===== src/rtl/tape_codec_pkg.sv =====
package tape_codec_pkg;

  // Strobes sent from control to datapath, one per datapath action.
  typedef struct packed {
    logic accept;      // holding register takes wrData
    logic loadNew;     // buffers take the held group
    logic loadRepeat;  // buffers take the last group again (underrun)
    logic complement;  // buffers invert
    logic sampleRead;  // buffers take the read polarities
    logic markSample;  // mark channel captured
  } codecStrobes_t;

  typedef enum logic [1:0] {
    PH_NONE = 2'd0,
    PH_TP0  = 2'd1,
    PH_TP1  = 2'd2
  } tapePhase_t;

endpackage


===== src/rtl/tape_codec_ctrl.sv =====
module tape_codec_ctrl
  import tape_codec_pkg::*;
(
  input  logic          clk,
  input  logic          rstN,
  input  logic          writeMode,
  input  logic          tp0Pulse,
  input  logic          tp1Pulse,
  input  logic          wrValid,
  output logic          wrReady,
  output codecStrobes_t strobes,
  output logic          rdValid,
  output logic          markValid,
  output logic          underrunErr,
  output logic          timingErr
);

  logic       haveGroup;
  tapePhase_t lastPhase;
  logic       phaseFault;

  assign wrReady = !haveGroup;

  always_comb begin
    strobes            = '0;
    strobes.accept     = wrValid && !haveGroup;
    strobes.loadNew    = writeMode && tp0Pulse && haveGroup;
    strobes.loadRepeat = writeMode && tp0Pulse && !haveGroup;
    strobes.complement = writeMode && tp1Pulse;
    strobes.sampleRead = !writeMode && tp1Pulse;
    strobes.markSample = tp1Pulse;
  end

  always_comb begin
    phaseFault = (tp0Pulse && tp1Pulse) ||
                 (tp0Pulse && lastPhase == PH_TP0) ||
                 (tp1Pulse && lastPhase == PH_TP1);
  end

  always_ff @(posedge clk) begin
    if (!rstN) begin
      haveGroup   <= 1'b0;
      lastPhase   <= PH_NONE;
      rdValid     <= 1'b0;
      markValid   <= 1'b0;
      underrunErr <= 1'b0;
      timingErr   <= 1'b0;
    end else begin
      if (strobes.loadNew)     haveGroup <= 1'b0;
      else if (strobes.accept) haveGroup <= 1'b1;
      if (tp0Pulse && !tp1Pulse)      lastPhase <= PH_TP0;
      else if (tp1Pulse && !tp0Pulse) lastPhase <= PH_TP1;
      rdValid   <= strobes.sampleRead;
      markValid <= strobes.markSample;
      if (strobes.loadRepeat) underrunErr <= 1'b1;
      if (phaseFault)         timingErr   <= 1'b1;
    end
  end

  assert_timing_sticky_R8: assert property (@(posedge clk) disable iff (!rstN)
    timingErr |=> timingErr);

  assert_double_tp0_R8: assert property (@(posedge clk) disable iff (!rstN)
    (tp0Pulse && !tp1Pulse && lastPhase == PH_TP0) |=> timingErr);

  assert_underrun_sticky_R7: assert property (@(posedge clk) disable iff (!rstN)
    underrunErr |=> underrunErr);

  assert_ready_after_load_R6: assert property (@(posedge clk) disable iff (!rstN)
    strobes.loadNew |=> wrReady);

endmodule


===== src/rtl/tape_codec_dp.sv =====
module tape_codec_dp
  import tape_codec_pkg::*;
#(
  parameter int TRACKS = 3
) (
  input  logic              clk,
  input  logic              rstN,
  input  codecStrobes_t     strobes,
  input  logic [TRACKS-1:0] wrData,
  input  logic [TRACKS-1:0] rdPolarity,
  input  logic              markIn,
  output logic [TRACKS-1:0] bufQ,
  output logic              markBit
);

  logic [TRACKS-1:0] holdQ;
  logic [TRACKS-1:0] lastQ;
  logic [TRACKS-1:0] bufNext;

  // A load comes first; a complement in the same cycle acts on the loaded group.
  always_comb begin
    bufNext = bufQ;
    if (strobes.loadNew)         bufNext = holdQ;
    else if (strobes.loadRepeat) bufNext = lastQ;
    if (strobes.complement)      bufNext = ~bufNext;
    if (strobes.sampleRead)      bufNext = rdPolarity;
  end

  always_ff @(posedge clk) begin
    if (!rstN) begin
      holdQ   <= '0;
      lastQ   <= '0;
      bufQ    <= '0;
      markBit <= 1'b0;
    end else begin
      if (strobes.accept)     holdQ   <= wrData;
      if (strobes.loadNew)    lastQ   <= holdQ;
      bufQ <= bufNext;
      if (strobes.markSample) markBit <= markIn;
    end
  end

  assert_complement_R3: assert property (@(posedge clk) disable iff (!rstN)
    (strobes.complement && !strobes.loadNew && !strobes.loadRepeat)
      |=> bufQ == ~$past(bufQ));

  assert_read_sample_R4: assert property (@(posedge clk) disable iff (!rstN)
    strobes.sampleRead |=> bufQ == $past(rdPolarity));

  assert_mark_capture_R9: assert property (@(posedge clk) disable iff (!rstN)
    strobes.markSample |=> markBit == $past(markIn));

endmodule


===== src/rtl/tape_track_codec.sv =====
module tape_track_codec
  import tape_codec_pkg::*;
#(
  parameter int TRACKS = 3
) (
  input  logic              clk,
  input  logic              rstN,
  input  logic              writeMode,
  input  logic              tp0Pulse,
  input  logic              tp1Pulse,
  input  logic [TRACKS-1:0] wrData,
  input  logic              wrValid,
  output logic              wrReady,
  output logic [TRACKS-1:0] writeCurrent,
  input  logic [TRACKS-1:0] rdPolarity,
  output logic [TRACKS-1:0] rdData,
  output logic              rdValid,
  input  logic              markIn,
  output logic              markBit,
  output logic              markValid,
  output logic              underrunErr,
  output logic              timingErr
);

  codecStrobes_t     strobes;
  logic [TRACKS-1:0] bufQ;

  tape_codec_ctrl u_ctrl (
    .clk         (clk),
    .rstN        (rstN),
    .writeMode   (writeMode),
    .tp0Pulse    (tp0Pulse),
    .tp1Pulse    (tp1Pulse),
    .wrValid     (wrValid),
    .wrReady     (wrReady),
    .strobes     (strobes),
    .rdValid     (rdValid),
    .markValid   (markValid),
    .underrunErr (underrunErr),
    .timingErr   (timingErr)
  );

  tape_codec_dp #(.TRACKS(TRACKS)) u_dp (
    .clk        (clk),
    .rstN       (rstN),
    .strobes    (strobes),
    .wrData     (wrData),
    .rdPolarity (rdPolarity),
    .markIn     (markIn),
    .bufQ       (bufQ),
    .markBit    (markBit)
  );

  assign writeCurrent = writeMode ? bufQ : '0;
  assign rdData       = bufQ;

  assert_read_tp0_ignored_R10: assert property (@(posedge clk) disable iff (!rstN)
    (!writeMode && !tp1Pulse) |=> $stable(rdData));

  assert_write_no_rdvalid_R5: assert property (@(posedge clk) disable iff (!rstN)
    (writeMode && tp1Pulse) |=> !rdValid);

endmodule


===== config.mk =====
export PLATFORM = sky130hd
export DESIGN_NAME = tape_track_codec
export DESIGN_NICKNAME = d
export VERILOG_FILES = /design/src/rtl/tape_codec_pkg.sv /design/src/rtl/tape_codec_ctrl.sv /design/src/rtl/tape_codec_dp.sv /design/src/rtl/tape_track_codec.sv
export SDC_FILE = /design/constraint.sdc
export NUM_CORES = 1
export LEC_CHECK = 0
export BUFFER_PORTS_ARGS = -buffer_cell sky130_fd_sc_hd__buf_2
export CORE_UTILIZATION = 39
export DETAILED_ROUTE_END_ITERATION = 12
export GPL_TIMING_DRIVEN = 1
export PLACE_DENSITY_LB_ADDON = 0.2
export SLEW_MARGIN = 20
export SYNTH_ARGS = -nofsm -noshare
export SYNTH_HDL_FRONTEND = slang
export SYNTH_HIERARCHICAL = 1
export SYNTH_SLANG_ARGS = --single-unit

===== constraint.sdc =====
create_clock -name clk -period 2.1 [get_ports clk]
set_input_delay 0.42 -clock clk [delete_from_list [all_inputs] [get_ports clk]]
set_output_delay 0.42 -clock clk [all_outputs]
set_load 0.03 [all_outputs]

Yosys cells after proc, flatten, opt, wreduce, memory -nomap -nowiden

Index checks and enable logic that the tools add are counted.

Output and inout bits: 12
Register bits after elaboration: 17
Word-level logic and storage cells: 42
Input port bits: 13

Mux-type cells: 7
Eq/ne operators: 2
Reduce and logical (&&, ||, !) cells: 20
Bitwise operators: 2

Operators with widths:

| cell                                                                   | count |
|---|---|
| 3-bit two-way mux                                                      | 5 |
| 1-bit logical AND                                                      | 11 |
| 1-bit zero test                                                        | 4 |
| 2-bit OR reduction                                                     | 2 |
| 3-bit inverter                                                         | 1 |
| 2-bit by 1-bit equality test with 1-bit output (second input constant) | 1 |
| 2-bit equality test (second input constant)                            | 1 |
| 1-bit logical OR                                                       | 2 |
| 1-bit two-way mux                                                      | 2 |
| 2-bit nonzero test                                                     | 1 |
| 1-bit inverter                                                         | 1 |

Depth between registers and ports, before layout

Gate-level depths: netlist of the first run.

Depth after elaboration: 7
Mapped depth: 5
Depth with buffers taken out: 5

By module

The synthesis of the first run kept the hierarchy.

Modules (own cells, without submodules):

| module           | cells each | sequential area each (µm²) | area each (µm²) | times used |
|---|---|---|---|---|
| tape_codec_dp    | 46         | 200.2                      | 476.7           | 1 |
| tape_codec_ctrl  | 33         | 140.1                      | 316.6           | 1 |
| tape_track_codec | 3          | 0.0                        | 18.8            | 1 |

Worst setup path after synthesis of the first run

Ideal clock, no wire load.

Path type: input-to-reg
Start point: input port writeMode
End point: register u_dp.bufQ[0]
Setup slack: 724 ps
Required time: 1971 ps
Arrival: 1248 ps
Stages on the path: 4
Path through: and3b_1 -> mux2_2 -> o211ai_1 -> o211ai_1

Word-level cells in the longest chain between the ends: 7
Elaborated cells on any way between the ends: 11
Those cells by class: 4 x mux; 1 x bitwise; 6 x reduce/logical

RTL lines:

| item                  | RTL line                                     | text |
|---|---|---|
| start, declared       | tape_track_codec.sv:8                        | `input logic writeMode,` |
| 1-bit logical AND     | tape_codec_ctrl.sv:27, tape_codec_ctrl.sv:28 |  |
| 1-bit logical AND     | tape_codec_ctrl.sv:28                        | `strobes.loadRepeat = writeMode && tp0Pulse && !haveGroup;` |
| 3-bit two-way mux     | tape_codec_dp.sv:24                          | `else if (strobes.loadRepeat) bufNext = lastQ;` |
| 3-bit two-way mux     | tape_codec_dp.sv:23                          | `if (strobes.loadNew) bufNext = holdQ;` |
| 3-bit inverter        | tape_codec_dp.sv:25                          | `if (strobes.complement) bufNext = ~bufNext;` |
| 3-bit two-way mux     | tape_codec_dp.sv:25                          |  |
| 3-bit two-way mux (*) | tape_codec_dp.sv:26                          | `if (strobes.sampleRead) bufNext = rdPolarity;` |
| end signal, assigned  | tape_codec_dp.sv:38                          | `bufQ <= bufNext;` |
| end, declared         | tape_codec_dp.sv:12                          | `output logic [TRACKS-1:0] bufQ,` |

Every way passes the cells marked *; elsewhere a longest branch is shown, timed or not.
A chain may end at the register's enable or synchronous reset.

==> results.tsv, run 1 <==
stage	metric	value	unit
detailed_routing	Initial DRT Pass Iterations	4	
setup_path	Crit Path Max Fanout	5	
synthesis	xor and xnor area share after synthesis	0	
layout	layout cells sized above 1	0.299	
synthesis	ys async rst share	0	
sta	Final setup violation count	0	
grt	initial antenna violation count	0	
layout	Nets	124	
pwr	Power, Total	0.662	mW
setup_path	Critical Path RT	2300	ps
place	post-DP HPWL	1.10	mm
clocking	cts hold-fix bufs	0	
synthesis	number of synthesized flops with an enable pin	0	
synthesis	post-synthesis sequential area ratio	0.419	
clocking	setup bufs post-CTS	0	
pwr	VDD IR max	364	uV
detailed_routing	Post-Route WL	1.45	mm
flow_run	Max-Cap Viols	0	
synthesis	mux cell area share after synthesis	0.145	
synthesis	syn nets	98	
clocking	clock sinks	17	
layout	filler instances	211	
synthesis	Post-Synth Adder-Cell Area	0.0462	
place	final RePlAce weighted congestion	0.746	
floorplanning	die height	47.6	um
sta	unrepaired setup endpoints after global routing	no	
setup_path	critical path data arrival time	1680	ps
synthesis	post-synth top area cell	dfxtp_1	
setup_path	Crit Path Category	reg -> reg	
sta	period utilization	0.704	
layout	Antenna Cells	0	
setup_path	CP max-delay cell	mux2_2	
setup_path	Worst R2R Path Depth	4	
floorplanning	Placeable Area	1960	um^2
sta	Relative slew margins	0.671	
clocking	post_cts resized	0	
min_path	worst min-delay path class	in -> reg	
floorplanning	row count	16	
grt	total global routing overflow	0	
detailed_routing	Antenna Nets Post-Route	0	
floorplanning	Top Ports	25	
sta	setup TNS	0	ps
status	status	complete, no violations	
synthesis	Synth Area in Compound Gates	0.116	
grt	largest net degree at the start of global routing	20	
synthesis	flops & latches, synth	17	
layout	Multi-input gate area	437	um^2
clocking	Root Buffer	clkbuf_4	
synthesis	most numerous cell in the Yosys netlist	dfxtp_1	
synthesis	Mapped Cells	82	
place	Cells after DPL	130	
synthesis	largest cells by area after synthesis	dfxtp_1 (42%), mux2i_1 (9.9%), nor2b_1 (6.9%)	
synthesis	Yosys warnings	6	
grt	vias in the first global route	559	
pwr	Leak Pwr	0.437	nW
synthesis	post-synth top area share	0.419	
synthesis	Post-Syn Area	812	um^2
setup_path	CP Cell Sequence	and3b_1 > mux2_2 > o21a_1 > o211ai_1	
sta	Final Skew	1.58	ps
setup_path	Worst Setup End Kind	flip-flop	
floorplanning	die area	2270	um^2
setup_path	Largest stage delay, worst path	370	ps
floorplanning	starting density of the core	0.414	
detailed_routing	WL/cell	10.8	um
synthesis	ys flop type	dfxtp_1	
grt	first-pass GRT wire length	2.41	mm
synthesis	simple-gate share of the synthesized area	0.231	
clocking	CTS tree	yes	
grt	overall routing resource usage	0.158	
clocking	worst-skew pair later-pin latency	280	ps
sta	Slew Limit Fails	0	
synthesis	top cells by count, synth	dfxtp_1 (17), nor2b_1 (9), mux2i_1 (8)	
detailed_routing	DRT iter0 DRCs	7	
sta	Worst Tran Pin Value	494	ps
sta	fmax	677	MHz
clocking	clk slew on worst S/H paths	90	ps
sta	final worst slack	622	ps
detailed_routing	routed vias/inst	4.71	
detailed_routing	residual DRC count	0	
place	Place WS	462	ps
detailed_routing	Vias	631	
min_path	WHS Path Cells	2	
clocking	Num CTS Buffers	3	
floorplanning	Die X	47.6	um
sta	Hold Vio Cnt, Final	0	
clocking	H-tree Lvls	1	
synthesis	Distinct cells, synth	25	
sta	Min Clock Period, post-route	1480	ps
pwr	power per cell area	678	nW/um^2
layout	post-layout util	0.497	
synthesis	Syn Area/Cell	9.90	um^2
synthesis	largest family of logic cells by synthesized area	simple AND/OR/NAND/NOR gates	
layout	final std cells w/o fill	134	
setup_path	Startpoint Class	flip-flop	
place	PortBufs	24	
clocking	CTS max path bufs	2	
layout	Register Area	340	um^2
layout	Layout area overhead	20.2	%
## critical path: cells and delay by family, from the launching register on
kind / cells / cell delay [ps]
mux: 1 / 370
compound gates: 2 / 350
flops: 1 / 350
simple gates: 1 / 320
## cell usage in the layout (no fill, tap or decap)
master	count
nand2b_1	3
nand3b_1	1
nand3_1	3
mux2i_1	8
o211ai_1	6
and3_1	1
ha_1	3
o311ai_1	1
nand2_2	1
nor2b_1	9
o21a_1	4
dfxtp_1	17
inv_1	5
and3b_1	1
nor2_1	4
nand4b_1	1
and2_1	4
nor3b_2	1
clkbuf_1	1
buf_2	24
clkbuf_4	3
mux2_2	2
nor3b_1	1
o21ai_0	2
mux2_4	1
## routing by layer
layer	up-vias	share of wire	track usage
met3	2	0.063	0.0340
li1	331	-	-
met4	0	0.0090	0.100
met2	19	0.42	0.222
met1	279	0.51	0.218
met5	-	0	0
## report_power, final
group | switching, mW | internal (mW)
Clock | 0.0987 | 0.0737
Sequential | 0.0118 | 0.342
Combinational | 0.0790 | 0.0566
Total | 0.189 | 0.472
## per-stage QoR
stage,hold WS [ps],cell area (um^2)
2_1_floorplan,469,812
3_3_place_gp,455,950
3_5_place_dp,449,950
4_1_cts,351,976
5_1_grt,355,976
6_report,362,976
## state kept, by name (all words and copies together), names as in the netlist
signal / cells
u_ctrl/lastPhase: 2
u_dp/bufQ: 3
u_dp/markBit: 1
u_ctrl/markValid: 1
u_ctrl/underrunErr: 1
u_ctrl/haveGroup: 1
u_dp/lastQ: 3
u_dp/holdQ: 3
u_ctrl/rdValid: 1
u_ctrl/timingErr: 1
## final timing paths
path,slack [ps],startpoint,end
max,620,u_ctrl/haveGroup$_SDFFE_PP0P_,u_dp/bufQ[2]$_SDFF_PN0_
max reg2reg,620,u_ctrl/haveGroup$_SDFFE_PP0P_,u_dp/bufQ[2]$_SDFF_PN0_
min,360,writeMode,u_ctrl/rdValid$_SDFF_PN0_
min reg2reg,470,u_ctrl/underrunErr$_SDFFE_PN0P_,u_ctrl/underrunErr$_SDFFE_PN0P_
## final cells by class
| type | instances | share of cell area |
|---|---|---|
| Inverter | 5 | 0.0192 |
| Multi-Input combinational cell | 57 | 0.447 |
| Sequential cell | 17 | 0.349 |
| Clock buffer | 4 | 0.0269 |
| Tap cell | 27 | 0.0346 |
| Timing Repair Buffer | 24 | 0.123 |
## logic make-up after synthesis
group	Yosys count
AND/OR/NAND/NOR	30
flip-flops	17
AO/OA/AOI/OAI	13
multiplexers	11
buffers and inverters	8
adder cells (fa/ha/maj)	3
(Power assumes the default switching activity.)
==> run 2, diff against run 1 <==
- clock period: 2.1 -> 1.45 ns (I/O delays scaled with it)
==> results.tsv, run 2 (synthesized netlist as in run 1, its figures left out) <==
stage	metric	value	unit	change
sta	unrepaired setup endpoints after global routing	no		
pwr	power per cell area	966	nW/um^2	+42%
pwr	Power, Total	0.989	mW	+49%
sta	Hold Vio Cnt, Final	0		unchanged
layout	Antenna Cells	0		unchanged
detailed_routing	Initial DRT Pass Iterations	4		unchanged
status	status	complete, no violations		
grt	largest net degree at the start of global routing	19		-5.0%
setup_path	Crit Path Max Fanout	4		-1
pwr	VDD IR max	533	uV	+47%
grt	vias in the first global route	591		+5.7%
detailed_routing	routed vias/inst	4.73		+0.38%
layout	Top Registers	u_dp/bufQ: 3 flops, u_dp/holdQ: 3 flops, u_dp/lastQ: 3 flops		
layout	Nets	129		+4.0%
clocking	CTS tree	yes		
layout	Layout area overhead	26.0	%	
clocking	clk slew on worst S/H paths	110	ps	+20 ps
sta	Final setup violation count	0		unchanged
setup_path	Startpoint Class	flip-flop		
place	post-DP HPWL	1.17	mm	+7.2%
clocking	cts hold-fix bufs	0		unchanged
grt	overall routing resource usage	0.166		+0.00817
sta	Worst Tran Pin Value	424	ps	-70.3 ps
setup_path	critical path data arrival time	1590	ps	-90 ps
clocking	Root Buffer	clkbuf_4		
grt	total global routing overflow	0		unchanged
pwr	Leak Pwr	0.463	nW	+5.9%
clocking	clock sinks	17		unchanged
floorplanning	Top Ports	25		unchanged
detailed_routing	residual DRC count	0		unchanged
detailed_routing	Vias	657		+4.1%
floorplanning	row count	16		unchanged
clocking	CTS max path bufs	2		unchanged
sta	Slew Limit Fails	0		unchanged
grt	first-pass GRT wire length	2.60	mm	+8.0%
clocking	Num CTS Buffers	3		unchanged
sta	Min Clock Period, post-route	1370	ps	-108 ps
clocking	worst-skew pair later-pin latency	290	ps	about the same
clocking	H-tree Lvls	1		unchanged
floorplanning	Die X	47.6	um	unchanged
floorplanning	die area	2270	um^2	unchanged
layout	Register Area	342	um^2	+0.37%
setup_path	Crit Path Category	reg -> reg		
floorplanning	Placeable Area	1960	um^2	unchanged
detailed_routing	Antenna Nets Post-Route	0		unchanged
sta	period utilization	0.945		+0.241
layout	Multi-input gate area	442	um^2	+1.1%
detailed_routing	WL/cell	11.1	um	+2.7%
sta	Final Skew	0.193	ps	-1.39 ps
sta	fmax	730	MHz	+7.9%
layout	filler instances	210		-0.47%
place	PortBufs	24		unchanged
layout	layout cells sized above 1	0.357		+0.0581
setup_path	Critical Path RT	1670	ps	-630 ps
floorplanning	starting density of the core	0.414		unchanged
place	final RePlAce weighted congestion	0.798		+7.0%
min_path	worst min-delay path class	in -> reg		
layout	most frequent cells in the layout	buf_2 (24), dfxtp_1 (16), nor2b_1 (9)		
detailed_routing	DRT iter0 DRCs	8		+1
sta	Relative slew margins	0.717		+0.0463
setup_path	Worst Setup End Kind	flip-flop		
floorplanning	die height	47.6	um	unchanged
sta	hold_ws	240	ps	-122 ps
grt	initial antenna violation count	0		unchanged
detailed_routing	Post-Route WL	1.54	mm	+6.5%
flow_run	Max-Cap Viols	0		unchanged
layout	most common cell after layout, fill and taps aside	buf_2		
-- run 2: changes by cell type in the layout (fill, tap and decap cells not counted), sizes merged --
cell,previous run,this run
buf,24,29
clkbuf,4,3
clkinvlp,0,1
-- run 2: metrics by stage --
stage               utilization  cell area, um^2  instances  worst slack [ps]  setup TNS (ps)
floorplan                     -              812         82               128               0
global placement          0.499              980        134              36.5               0
detailed placement        0.499              980        134             -17.1           -25.8
CTS                       0.515             1010        138              2.65               0
global route              0.522             1020        139              3.79               0
finish                    0.522             1020        139              80.2               0
-- run 2: per-layer routing --
| layer | vias to the layer above | part of all wire | track usage |
|---|---|---|---|
| met2 | 17 | 0.41 | 0.255 |
| met3 | 2 | 0.051 | 0.0453 |
| met4 | 0 | 0.0052 | 0.0500 |
| met1 | 295 | 0.53 | 0.228 |
| met5 | - | 0 | 0 |
| li1 | 343 | - | - |
-- run 2: final cells by class --
type,instances,area share
Multi-Input combinational cell,57,0.432
Sequential cell,17,0.334
Timing Repair Buffer,29,0.154
Tap cell,27,0.0330
Clock buffer,3,0.0220
Inverter,5,0.0183
Clock inverter,1,0.00733
-- run 2: final timing paths --
check | startpoint | to | slack, ps | cells past startpoint
setup / recovery | u_ctrl/haveGroup$_SDFFE_PP0P_ | u_dp/bufQ[0]$_SDFF_PN0_ | 80 | 4
hold / removal | wrValid | u_ctrl/haveGroup$_SDFFE_PP0P_ | 240 | 3
setup reg to reg | u_ctrl/haveGroup$_SDFFE_PP0P_ | u_dp/bufQ[0]$_SDFF_PN0_ | 80 | 4
hold reg to reg | u_ctrl/underrunErr$_SDFFE_PN0P_ | u_ctrl/underrunErr$_SDFFE_PN0P_ | 480 | 1
-- run 2: where the power goes --
group / switching (mW) / internal, mW
clock: 0.160 / 0.105
combinational: 0.119 / 0.0927
sequential: 0.0163 / 0.496
total: 0.295 / 0.693
-- run 2: repair_timing --
item                                    CTS  global route
setup buffers                             0             1
endpoints found under the setup margin    0             3
gates resized for setup                   0             3
-- run 2: critical path: stages, from the launching register on --
cell	delay, ps
dfxtp_2	340
and3b_2	290
mux2_2	360
o21a_1	160
o211ai_1	150
==> run 3, diff against run 2 <==
- CORE_UTILIZATION: 39 -> 43
==> results.tsv, run 3 (synthesized netlist as in run 1, its figures left out) <==
stage	metric	value	unit	change
grt	vias in the first global route	602		+1.9%
status	status	complete, no violations		
grt	total global routing overflow	0		unchanged
layout	Antenna Cells	0		unchanged
detailed_routing	WL/cell	11.2	um	+0.88%
layout	Nets	128		-0.78%
detailed_routing	Vias	652		-0.76%
clocking	cts hold-fix bufs	0		unchanged
clocking	CTS max path bufs	2		unchanged
pwr	Leak Pwr	0.459	nW	-0.71%
floorplanning	Die X	45.5	um	-4.6%
pwr	power per cell area	955	nW/um^2	-1.2%
sta	Relative slew margins	0.692		-0.0249
sta	fmax	709	MHz	-2.9%
clocking	H-tree Lvls	1		unchanged
sta	Hold Vio Cnt, Final	0		unchanged
grt	initial antenna violation count	0		unchanged
clocking	clk slew on worst S/H paths	100	ps	about the same
sta	setup TNS	0	ps	unchanged
sta	Slew Limit Fails	0		unchanged
floorplanning	row count	15		-1
floorplanning	die area	2070	um^2	-8.9%
floorplanning	die height	45.5	um	-4.6%
sta	unrepaired setup endpoints after global routing	no		
layout	Layout area overhead	25.4	%	
detailed_routing	Post-Route WL	1.52	mm	-1.3%
layout	most common cell after layout, fill and taps aside	buf_2		
sta	Final Skew	1.57	ps	+1.38 ps
layout	most frequent cells in the layout	buf_2 (24), dfxtp_1 (16), nor2b_1 (9)		
place	post-DP HPWL	1.17	mm	-0.21%
grt	largest net degree at the start of global routing	19		unchanged
place	final RePlAce weighted congestion	0.806		+1.1%
pwr	Power, Total	0.972	mW	-1.6%
clocking	CTS tree	yes		
clocking	clock sinks	17		unchanged
detailed_routing	residual DRC count	0		unchanged
sta	Min Clock Period, post-route	1410	ps	+40.9 ps
grt	overall routing resource usage	0.176		+0.0100
setup_path	Worst Setup End Kind	flip-flop		
layout	Top Registers	u_dp/bufQ: 3 flops, u_dp/holdQ: 3 flops, u_dp/lastQ: 3 flops		
min_path	worst min-delay path class	in -> reg		
grt	first-pass GRT wire length	2.59	mm	-0.54%
flow_run	Max-Cap Viols	0		unchanged
setup_path	critical path data arrival time	1610	ps	+20 ps
setup_path	Crit Path Category	reg -> reg		
sta	Worst Tran Pin Value	461	ps	+37.3 ps
setup_path	Startpoint Class	flip-flop		
detailed_routing	Antenna Nets Post-Route	0		unchanged
clocking	Root Buffer	clkbuf_4		
floorplanning	Top Ports	25		unchanged
detailed_routing	routed vias/inst	4.79		+1.4%
layout	layout cells sized above 1	0.342		-0.0148
floorplanning	Placeable Area	1750	um^2	-11%
sta	Final setup violation count	0		unchanged
clocking	Num CTS Buffers	3		unchanged
place	PortBufs	24		unchanged
clocking	worst-skew pair later-pin latency	280	ps	about the same
pwr	VDD IR max	598	uV	+12%
floorplanning	starting density of the core	0.465		+0.0513
detailed_routing	Initial DRT Pass Iterations	3		-1
detailed_routing	DRT iter0 DRCs	12		+4
sta	period utilization	0.973		+0.0282
setup_path	Critical Path RT	1650	ps	-20 ps
setup_path	Crit Path Max Fanout	5		+1
## run 3: cell count changes in the layout (fill, tap and decap cells not counted)
cell / before / now
clkinvlp_4: 1 / 0
mux2_2: 1 / 2
buf_4: 5 / 3
buf_12: 0 / 1
mux2_4: 2 / 1
clkbuf_1: 0 / 1
## run 3: metrics by stage
step	worst slack [ps]	cells	hold WS, ps	util	instance area (um^2)
floorplan	128	82	362	-	812
global placement	-8.11	132	462	0.567	990
detailed placement	-71.0	132	467	0.567	990
CTS	33.8	136	237	0.583	1020
global route	7.86	136	264	0.584	1020
finish	39.3	136	249	0.584	1020
## run 3: power breakdown
part	leakage (nW)	switching, mW	internal [mW]	total, mW
clock	0.0150	0.144	0.107	0.250
combinational	0.304	0.117	0.0912	0.208
sequential	0.140	0.0176	0.496	0.514
total	0.459	0.278	0.694	0.972
## run 3: final timing paths
check / startpoint / slack, ps / to / cells past startpoint
hold reg to reg: u_ctrl/underrunErr$_SDFFE_PN0P_ / 480 / u_ctrl/underrunErr$_SDFFE_PN0P_ / 1
hold / removal: rdPolarity[1] / 250 / u_dp/bufQ[1]$_SDFF_PN0_ / 3
setup / recovery: u_ctrl/haveGroup$_SDFFE_PP0P_ / 40 / u_dp/bufQ[2]$_SDFF_PN0_ / 4
setup reg to reg: u_ctrl/haveGroup$_SDFFE_PP0P_ / 40 / u_dp/bufQ[2]$_SDFF_PN0_ / 4
## run 3: layer usage
metal,share of wire,GRT usage,vias to the layer above
met1,0.49,0.229,286
met5,0,0,-
li1,-,-,344
met4,0.0092,0.0909,0
met2,0.44,0.274,20
met3,0.054,0.0357,2
## run 3: area by class of cell
cell class	instances	area (um^2)
tap	25	31.3
timing repair buffer	28	163
fill	164	727
clock buffer	4	26.3
inverter	5	18.8
sequential	17	342
multi-input combinational	57	438
## run 3: worst max-delay path: stages (launching register included)
cell and delay, ps:
dfxtp_2 350, and3b_2 280, mux2_2 350, o21a_1 170, o211ai_1 180
## run 3: timing repair
| item | CTS | global route |
|---|---|---|
| hold endpoints to repair | 0 | 0 |
| pin swaps | 0 | 0 |
| setup endpoints to repair | 1 | 3 |
| resized for setup | 1 | 1 |
| setup buffers | 0 | 0 |
